### src/rtl/pwm_tick_pkg.sv
package pwm_tick_pkg;

  localparam int NUM_CH  = 5;
  localparam int NUM_GRP = 2;

  typedef enum logic {
    ADDR_PRESCALE = 1'b0,
    ADDR_SELECT   = 1'b1
  } reg_addr_e;

  // Channels 0..1 belong to group 0, channels 2..4 to group 1.
  function automatic int group_of(input int ch);
    return (ch < 2) ? 0 : 1;
  endfunction

endpackage

### src/rtl/tk_prescaler.sv
module tk_prescaler #(
  parameter int W = 8
) (
  input  logic         clk,
  input  logic         rst_n,
  input  logic         wr_en,
  input  logic [W-1:0] wr_val,
  output logic [W-1:0] cfg_val,
  output logic         tick
);

  logic [W-1:0] pend_q, act_q, cnt_q;
  logic [W-1:0] pend_nx;

  assign pend_nx = wr_en ? wr_val : pend_q;
  assign tick    = (cnt_q == act_q);
  assign cfg_val = pend_q;

  always_ff @(posedge clk) begin
    if (!rst_n) begin
      pend_q <= '0;
      act_q  <= '0;
      cnt_q  <= '0;
    end else begin
      pend_q <= pend_nx;
      if (tick) begin
        cnt_q <= '0;
        act_q <= pend_nx;
      end else begin
        cnt_q <= cnt_q + 1'b1;
      end
    end
  end

  AST_CNT_BOUND: assert property (@(posedge clk) disable iff (!rst_n)
    cnt_q <= act_q);
  AST_TERM_WRAP: assert property (@(posedge clk) disable iff (!rst_n)
    tick |=> (cnt_q == '0));
  AST_ACT_HOLD: assert property (@(posedge clk) disable iff (!rst_n)
    !tick |=> $stable(act_q));

endmodule

### src/rtl/tk_ext_edge.sv
module tk_ext_edge (
  input  logic clk,
  input  logic rst_n,
  input  logic async_i,
  output logic pulse
);

  logic s1_q, s2_q, s3_q;

  always_ff @(posedge clk) begin
    if (!rst_n) begin
      s1_q <= 1'b0;
      s2_q <= 1'b0;
      s3_q <= 1'b0;
    end else begin
      s1_q <= async_i;
      s2_q <= s1_q;
      s3_q <= s2_q;
    end
  end

  assign pulse = s2_q & ~s3_q;

  AST_EXT_SINGLE: assert property (@(posedge clk) disable iff (!rst_n)
    pulse |=> !pulse);

endmodule

### src/rtl/tk_chan_div.sv
module tk_chan_div #(
  parameter int                     SEL_W     = 4,
  parameter int                     MAX_SHIFT = 4,
  parameter int                     DIV_BASE  = 0,
  parameter logic [(1<<SEL_W)-1:0]  EXT_MASK  = '0
) (
  input  logic             clk,
  input  logic             rst_n,
  input  logic [SEL_W-1:0] sel,
  input  logic             restart,
  input  logic             pre_tick,
  input  logic             ext_pulse,
  output logic             tick
);

  logic [MAX_SHIFT-1:0] cnt_q;
  logic [MAX_SHIFT-1:0] mask;
  logic                 ext_sel;
  logic                 div_hit;
  int                   shamt;

  assign ext_sel = EXT_MASK[sel];

  always_comb begin
    shamt = int'(sel) + DIV_BASE;
    if (shamt > MAX_SHIFT) shamt = MAX_SHIFT;
    for (int i = 0; i < MAX_SHIFT; i++) mask[i] = (i < shamt);
  end

  assign div_hit = pre_tick && ((cnt_q & mask) == mask);
  assign tick    = ext_sel ? ext_pulse : div_hit;

  always_ff @(posedge clk) begin
    if (!rst_n)        cnt_q <= '0;
    else if (restart)  cnt_q <= '0;
    else if (pre_tick) cnt_q <= cnt_q + 1'b1;
  end

  AST_DIV_NEEDS_PRE: assert property (@(posedge clk) disable iff (!rst_n)
    (!ext_sel && tick) |-> pre_tick);
  AST_PHASE_CLEAR: assert property (@(posedge clk) disable iff (!rst_n)
    restart |=> (cnt_q == '0));

endmodule

### src/rtl/pwm_tick_gen.sv
module pwm_tick_gen #(
  parameter int                    PRE_W     = 8,
  parameter int                    SEL_W     = 4,
  parameter int                    REG_W     = 32,
  parameter int                    DIV_BASE  = 0,
  parameter int                    MAX_SHIFT = 4,
  parameter logic [(1<<SEL_W)-1:0] EXT_MASK  = 16'h00E0
) (
  input  logic                                 clk,
  input  logic                                 rst_n,
  input  logic                                 wr_en,
  input  logic                                 wr_addr,
  input  logic [REG_W-1:0]                     wr_data,
  input  logic                                 rd_addr,
  output logic [REG_W-1:0]                     rd_data,
  input  logic [pwm_tick_pkg::NUM_GRP-1:0]     ext_tick_i,
  output logic [pwm_tick_pkg::NUM_CH-1:0]      tick_o
);
  import pwm_tick_pkg::*;

  localparam int PRE_TOT = NUM_GRP * PRE_W;
  localparam int SEL_TOT = NUM_CH * SEL_W;

  logic               pre_wr, sel_wr;
  logic [PRE_TOT-1:0] pre_cfg;
  logic [NUM_GRP-1:0] pre_tick, ext_pulse;
  logic [SEL_TOT-1:0] sel_q;

  assign pre_wr = wr_en && (wr_addr == ADDR_PRESCALE);
  assign sel_wr = wr_en && (wr_addr == ADDR_SELECT);

  always_ff @(posedge clk) begin
    if (!rst_n)      sel_q <= '0;
    else if (sel_wr) sel_q <= wr_data[SEL_TOT-1:0];
  end

  for (genvar g = 0; g < NUM_GRP; g++) begin : g_grp
    tk_prescaler #(.W(PRE_W)) u_pre (
      .clk     (clk),
      .rst_n   (rst_n),
      .wr_en   (pre_wr),
      .wr_val  (wr_data[g*PRE_W +: PRE_W]),
      .cfg_val (pre_cfg[g*PRE_W +: PRE_W]),
      .tick    (pre_tick[g])
    );
    tk_ext_edge u_ext (
      .clk     (clk),
      .rst_n   (rst_n),
      .async_i (ext_tick_i[g]),
      .pulse   (ext_pulse[g])
    );
  end

  for (genvar c = 0; c < NUM_CH; c++) begin : g_ch
    localparam int GRP = group_of(c);
    tk_chan_div #(
      .SEL_W     (SEL_W),
      .MAX_SHIFT (MAX_SHIFT),
      .DIV_BASE  (DIV_BASE),
      .EXT_MASK  (EXT_MASK)
    ) u_div (
      .clk       (clk),
      .rst_n     (rst_n),
      .sel       (sel_q[c*SEL_W +: SEL_W]),
      .restart   (sel_wr),
      .pre_tick  (pre_tick[GRP]),
      .ext_pulse (ext_pulse[GRP]),
      .tick      (tick_o[c])
    );
  end

  always_comb begin
    if (rd_addr == ADDR_PRESCALE) rd_data = {{(REG_W-PRE_TOT){1'b0}}, pre_cfg};
    else                          rd_data = {{(REG_W-SEL_TOT){1'b0}}, sel_q};
  end

  AST_SEL_HOLD: assert property (@(posedge clk) disable iff (!rst_n)
    !sel_wr |=> $stable(sel_q));
  AST_SEL_LOAD: assert property (@(posedge clk) disable iff (!rst_n)
    sel_wr |=> (sel_q == $past(wr_data[SEL_TOT-1:0])));

endmodule

### config.mk
export PLATFORM = sky130hd
export DESIGN_NAME = pwm_tick_gen
export DESIGN_NICKNAME = d
export VERILOG_FILES = /design/src/rtl/pwm_tick_pkg.sv /design/src/rtl/tk_prescaler.sv /design/src/rtl/tk_ext_edge.sv /design/src/rtl/tk_chan_div.sv /design/src/rtl/pwm_tick_gen.sv
export SDC_FILE = /design/constraint.sdc
export NUM_CORES = 1
export LEC_CHECK = 0
export BUFFER_PORTS_ARGS = -buffer_cell sky130_fd_sc_hd__buf_2
export CAP_MARGIN = 20
export CORE_MARGIN = 2
export CORE_UTILIZATION = 51
export CTS_CLUSTER_DIAMETER = 120
export CTS_CLUSTER_SIZE = 16
export DETAILED_ROUTE_END_ITERATION = 12
export PLACE_DENSITY = 0.75
export SYNTH_ARGS = -nofsm -noshare
export SYNTH_HDL_FRONTEND = slang
export SYNTH_HIERARCHICAL = 1
export SYNTH_SLANG_ARGS = --single-unit
### constraint.sdc
create_clock -name clk -period 1.7 [get_ports clk]
set_input_delay 0.085 -clock clk [delete_from_list [all_inputs] [get_ports clk]]
set_output_delay 0.085 -clock clk [all_outputs]
set_load 0.02 [all_outputs]
# Word level (Yosys, flattened, before mapping)
# Memory sizes are Yosys's and may differ from the RTL's. A register that Yosys moved wholly into a read port is not among the register bits.
# Cells that the tools add are included.
[totals]
regBits = 94
romBits = 80
inputBits = 39
elab_cells = 116
n_memories = 5
[op_classes]
addsub = 7
order_cmp = 30
eq_ne = 7
muxes = 28
bitwise = 11
n_reduce_logical = 10
[memory_table]
columns = ["name", "depth", "word_bits", "read_ports", "rd_clocked_by_memory_dff", "write_ports", "line", "source"]
rows = [
  ["(no name shown)", 16, 1, 1, 1, 0, "tk_chan_div.sv:22", "assign ext_sel = EXT_MASK[sel];"],
  ["(no name shown)", 16, 1, 1, 1, 0, "tk_chan_div.sv:22", ""],
  ["(no name shown)", 16, 1, 1, 1, 0, "tk_chan_div.sv:22", ""],
  ["(no name shown)", 16, 1, 1, 1, 0, "tk_chan_div.sv:22", ""],
  ["(no name shown)", 16, 1, 1, 1, 0, "tk_chan_div.sv:22", ""],
]
[op_table]
columns = ["op", "n"]
rows = [
  ["$mux W4", 15],
  ["$lt A1 B4 Y1 const A", 10],
  ["$lt A2 B4 Y1 const A", 10],
  ["$lt A4 B5 Y1 const B", 5],
  ["$add A4 B1 Y4 const B", 5],
  ["$and A4 B4 Y4", 5],
  ["$eq A4 B4 Y1", 5],
  ["$gt A4 B3 Y1 const B", 5],
  ["$mux W20", 1],
  ["$add A8 B1 Y8 const B", 2],
  ["$eq A8 B8 Y1", 2],
  ["$mux W8", 2],
  ["$mux W1", 10],
  ["$logic_and A1 B1 Y1", 7],
  ["$reduce_or A2 Y1", 3],
  ["$not A1 Y1", 4],
  ["$and A1 B1 Y1", 2],
]

# Depth between registers and ports, before layout
[logic_depth]
ltp_word = 7
depth_mapped = 8
depth_no_buf = 7

# Modules after synthesis
# Netlist, hierarchy kept.
[modules_own_cells]
columns = ["module", "instances", "cells_per_inst", "area_per_inst_um2"]
rows = [
  ["tk_prescaler", 2, 93, 1032.2],
  ["pwm_tick_gen", 1, 127, 1231.2],
  ["tk_chan_div", 5, 27, 222.7],
  ["tk_ext_edge", 2, 7, 92.6],
]

# Least setup slack after synthesis
# Ideal clock, no wire load.
[synth_path]
kind = "register -> output"
startpoint = "register g_grp[1].u_pre.cnt_q[4]"
endpoint = "output tick_o[2] (netlist bit)"
arrival_time_ps = 1749
required_time_ps = 1615
setup_slack_ps = -134
path_stages_with_launch = 8
cell_sequence = "dfxtp_1 > xnor2_1 > nand4_1 > or2_1 > buf_6 > inv_1 > nor2b_1 > a32o_1"
[synth_via]
elab_chain_cells = 3
[synth_rtl]
columns = ["element", "line", "source"]
rows = [
  ["from (decl)", "tk_prescaler.sv:12", "logic [W-1:0] pend_q, act_q, cnt_q;"],
  ["from (signal assigned)", "tk_prescaler.sv:30", "cnt_q <= cnt_q + 1'b1;"],
  ["$eq A8 B8 Y1", "tk_prescaler.sv:16", "assign tick = (cnt_q == act_q);"],
  ["net pre_tick[1]", "pwm_tick_gen.sv:26", "logic [NUM_GRP-1:0] pre_tick, ext_pulse;"],
  ["$logic_and A1 B1 Y1", "tk_chan_div.sv:30", "assign div_hit = pre_tick && ((cnt_q & mask) == mask);"],
  ["$mux W1", "tk_chan_div.sv:31", "assign tick = ext_sel ? ext_pulse : div_hit;"],
  ["to (decl)", "pwm_tick_gen.sv:17", "output logic [pwm_tick_pkg::NUM_CH-1:0] tick_o"],
]
# The timed path passes the listed nets, and every way through them passes these cells.

# Worst setup path in the final report
[layout_path]
startpoint = "register g_grp[0].u_pre.cnt_q[6]"
endpoint = "output tick_o[1] (netlist bit)"
[layout_via]
elab_chain_cells = 3
[layout_rtl]
columns = ["element", "line"]
rows = [
  ["from (decl)", "tk_prescaler.sv:12"],
  ["from (signal assigned)", "tk_prescaler.sv:30"],
  ["$eq A8 B8 Y1", "tk_prescaler.sv:16"],
  ["net pre_tick[0]", "pwm_tick_gen.sv:26"],
  ["$logic_and A1 B1 Y1", "tk_chan_div.sv:30"],
  ["$mux W1", "tk_chan_div.sv:31"],
]
# The timed path passes the listed nets, and every way through them passes these cells.

==> out/metrics.csv <==
stage,metric,value,unit
outcome,status,finished with violations,
outcome,violations,setup timing,
placement,place.gp.congestion,0.827,
floorplan,ios,76,
finish,drive_gt1_frac,0.347,
detailed_routing,ant_nets,0,
worst_setup_path,critical_path_class,reg2out,
placement,dp_hpwl,6770,um
timing,rsz0062_at_grt,true,
detailed_routing,drc,0,
clock_network,cts.clk_slew.worst_paths,0.09,ns
global_routing,grt-busiest-layer,met2,
global_routing,grtUsageMet2,0.351,
floorplan,die_h,98.9,um
flow_run,max_cap_violations,0,
timing,slew_violations,0,
detailed_routing,vias,3516,
synth,synth_seq_cells,94,
worst_setup_path,slowest_delay,0.37,ns
placement,portBuffers,51,
detailed_routing,via_per_inst,5.27,
detailed_routing,dr.pass1.iters,4,
timing,hold_violations,0,
global_routing,grt.met1_usage,0.262,
finish,fin_util,0.643,
worst_setup_path,cp-start-kind,flop,
timing,worst_hold_slack,0.00533,ns
clock_network,numClockSinks,94,
clock_network,h-tree-depth,3,
placement,place_area,5030,um2
timing,worst_pin_slew,0.644,ns
global_routing,grt_pass1_wl,16400,um
power_and_ir_drop,power.total,0.00900,W
clock_network,cts_root_buf,clkbuf_8,
detailed_routing,drtIter0Drc,116,
finish,layout.nets,600,
clock_network,cts_buffers,9,
floorplan,coreArea,8720,um2
finish,final_area,5610,um2
finish,final_cell_mix,"dfxtp_1 (71), buf_2 (46), nor2_1 (44)",
finish,n_antenna_cell,0,
global_routing,grt_use_total,0.207,
floorplan,floorplan.initialDensity,0.527,
timing,finalCriticalPeriod,1.93,ns
finish,synthToLayoutAreaGrowth,22.1,%
timing,worst_slack,-0.231,ns
global_routing,antenna_found_initial,0,
synth,yosysSeqAreaShare,0.410,
global_routing,grt_overflow,0,
worst_setup_path,cp.required,1.62,ns
synth,syn_inst,462,
floorplan,die_x,98.9,um
clock_network,worstSkewPairLatency,0.37,ns
clock_network,cts_max_path_buffers,2,
floorplan,rows,34,
timing,min_period_over_period,1.14,
timing,setup_viol,5,
detailed_routing,wl_per_cell,14.6,um
power_and_ir_drop,peakVddDrop,1.08,mV
floorplan,die_area,9780,um2
global_routing,grt_max_degree,40,
timing,fin_tns_setup,-1.02,ns
worst_setup_path,path_max_fanout,3,
global_routing,first_global_vias,3513,
synth,syn_avg_cell_area,9.94,um2
worst_setup_path,cp_cell_sequence,xnor2_2 -> nand4_1 -> or2_4 -> clkinvlp_4 -> nor2b_4 -> a32o_2 -> buf_6,
synth,ys_types,30,
finish,final_common_cell,dfxtp_1,
power_and_ir_drop,power_density,1600,nW/um2
worst_setup_path,cp_slowest_cell,dfxtp_4,
timing,slew_headroom,0.571,
worst_setup_path,arrival,1.85,ns
clock_network,tritoncts,done,
timing,fmax,0.518,GHz
synth,syn_area,4590,um2
power_and_ir_drop,leakage,2.35,nW
worst_setup_path,crit_path_end_kind,output pin,
global_routing,use_met3,0.0333,
detailed_routing,routed_wirelength,9770,um
synth,ys_warn_count,6,
worst_hold_path,hold_class,in2reg,
timing,skew,0.0158,ns
[Yosys cell counts]
library cell	number	share of area
and2_4	1	0.0019
buf_4	12	0.020
and3_2	2	0.0033
o21ai_0	10	0.011
nand2_1	25	0.020
and2_1	28	0.038
conb_1	1	0.00082
o21ai_2	19	0.036
buf_6	6	0.015
or2_1	2	0.0027
mux2_4	32	0.10
nor2b_4	2	0.0060
dfxtp_1	94	0.41
a21oi_1	5	0.0054
nand3_1	4	0.0044
buf_2	10	0.011
nor2_1	44	0.036
nand2b_1	10	0.014
nand4_1	36	0.049
and3_1	4	0.0054
nor2b_1	22	0.030
xnor2_1	27	0.051
xor2_1	16	0.031
a32o_1	5	0.011
ha_1	7	0.019
nand3b_1	5	0.0082
mux2i_1	21	0.046
inv_1	7	0.0057
o21ai_1	3	0.0033
clkbuf_1	2	0.0016
[logic make-up after synthesis]
logic type | count (synthesis) | synth area share
AND/OR/NAND/NOR | 185 | 0.219
flip-flops | 94 | 0.410
multiplexers | 53 | 0.150
XOR/XNOR | 43 | 0.0820
AO/OA/AOI/OAI | 42 | 0.0667
buffers and inverters | 37 | 0.0526
adder cells (fa/ha/maj) | 7 | 0.0191
other | 1 | 0.000816
[repair_timing]
| action | in CTS | in global routing |
|---|---|---|
| buffers inserted | 5 | 3 |
| resized for setup | 39 | 11 |
| pin swaps | 9 | 11 |
| hold endpoints to repair | 17 | 0 |
| endpoints found under the setup margin | 5 | 17 |
| hold buffers | 17 | 0 |
[metal layers]
metal,vias up,part of all wire
li1,1742,-
met1,1676,0.47
met2,79,0.47
met3,19,0.034
met4,0,0.024
met5,-,0
[flip-flops by register name, indices dropped and copies added (netlist names)]
signal	flops
g_grp.u_ext/s2_q	2
g_grp.u_pre/cfg_val	16
sel_q	20
g_grp.u_pre/act_q	16
g_grp.u_ext/s3_q	2
g_grp.u_pre/cnt_q	16
g_ch.u_div/cnt_q	20
g_grp.u_ext/s1_q	2
[final cells by class]
type	count	area, um2
fillers	690	3110
multi-input cells	342	2580
flip-flops and latches	94	1920
repair buffers	100	726
well taps	108	135
clock buffers	10	128
clock inverters	6	93.8
inverters	7	33.8
[metrics by stage]
stage	setup slack [ns]	cells
2_1_floorplan	0.00616	473
3_3_place_gp	0.0743	627
3_5_place_dp	0.0675	627
4_1_cts	-0.202	665
5_1_grt	-0.325	667
6_report	-0.231	667
[worst paths after layout]
kind,from,end,cells after the start,slack [ns]
setup reg to reg,g_grp[0].u_pre/cnt_q[6],g_ch[0].u_div/cnt_q[3],9,0.01
hold / removal,wr_data[7],sel_q[7],3,0.005
setup / recovery,g_grp[0].u_pre/cnt_q[6],tick_o[1],7,-0.23
hold reg to reg,g_grp[0].u_ext/s1_q,g_grp[0].u_ext/s2_q,1,0.44
[where the power goes]
part | switching [W] | total, W | internal (W)
Clock | 0.000800 | 0.00164 | 0.000840
Combinational | 0.00206 | 0.00453 | 0.00246
Sequential | 0.000293 | 0.00283 | 0.00254
Total | 0.00315 | 0.00900 | 0.00584
[critical path, delay by kind of cell, from the launching register on]
family	cells	cell delay (ns)
AOI/OAI and AO/OA	1	0.20
xor gates and xnor gates	1	0.15
buffers and inverters	2	0.21
DFF	1	0.37
and+or+nand+nor	3	0.56
Note: power is estimated with default switching activity, not from simulation.
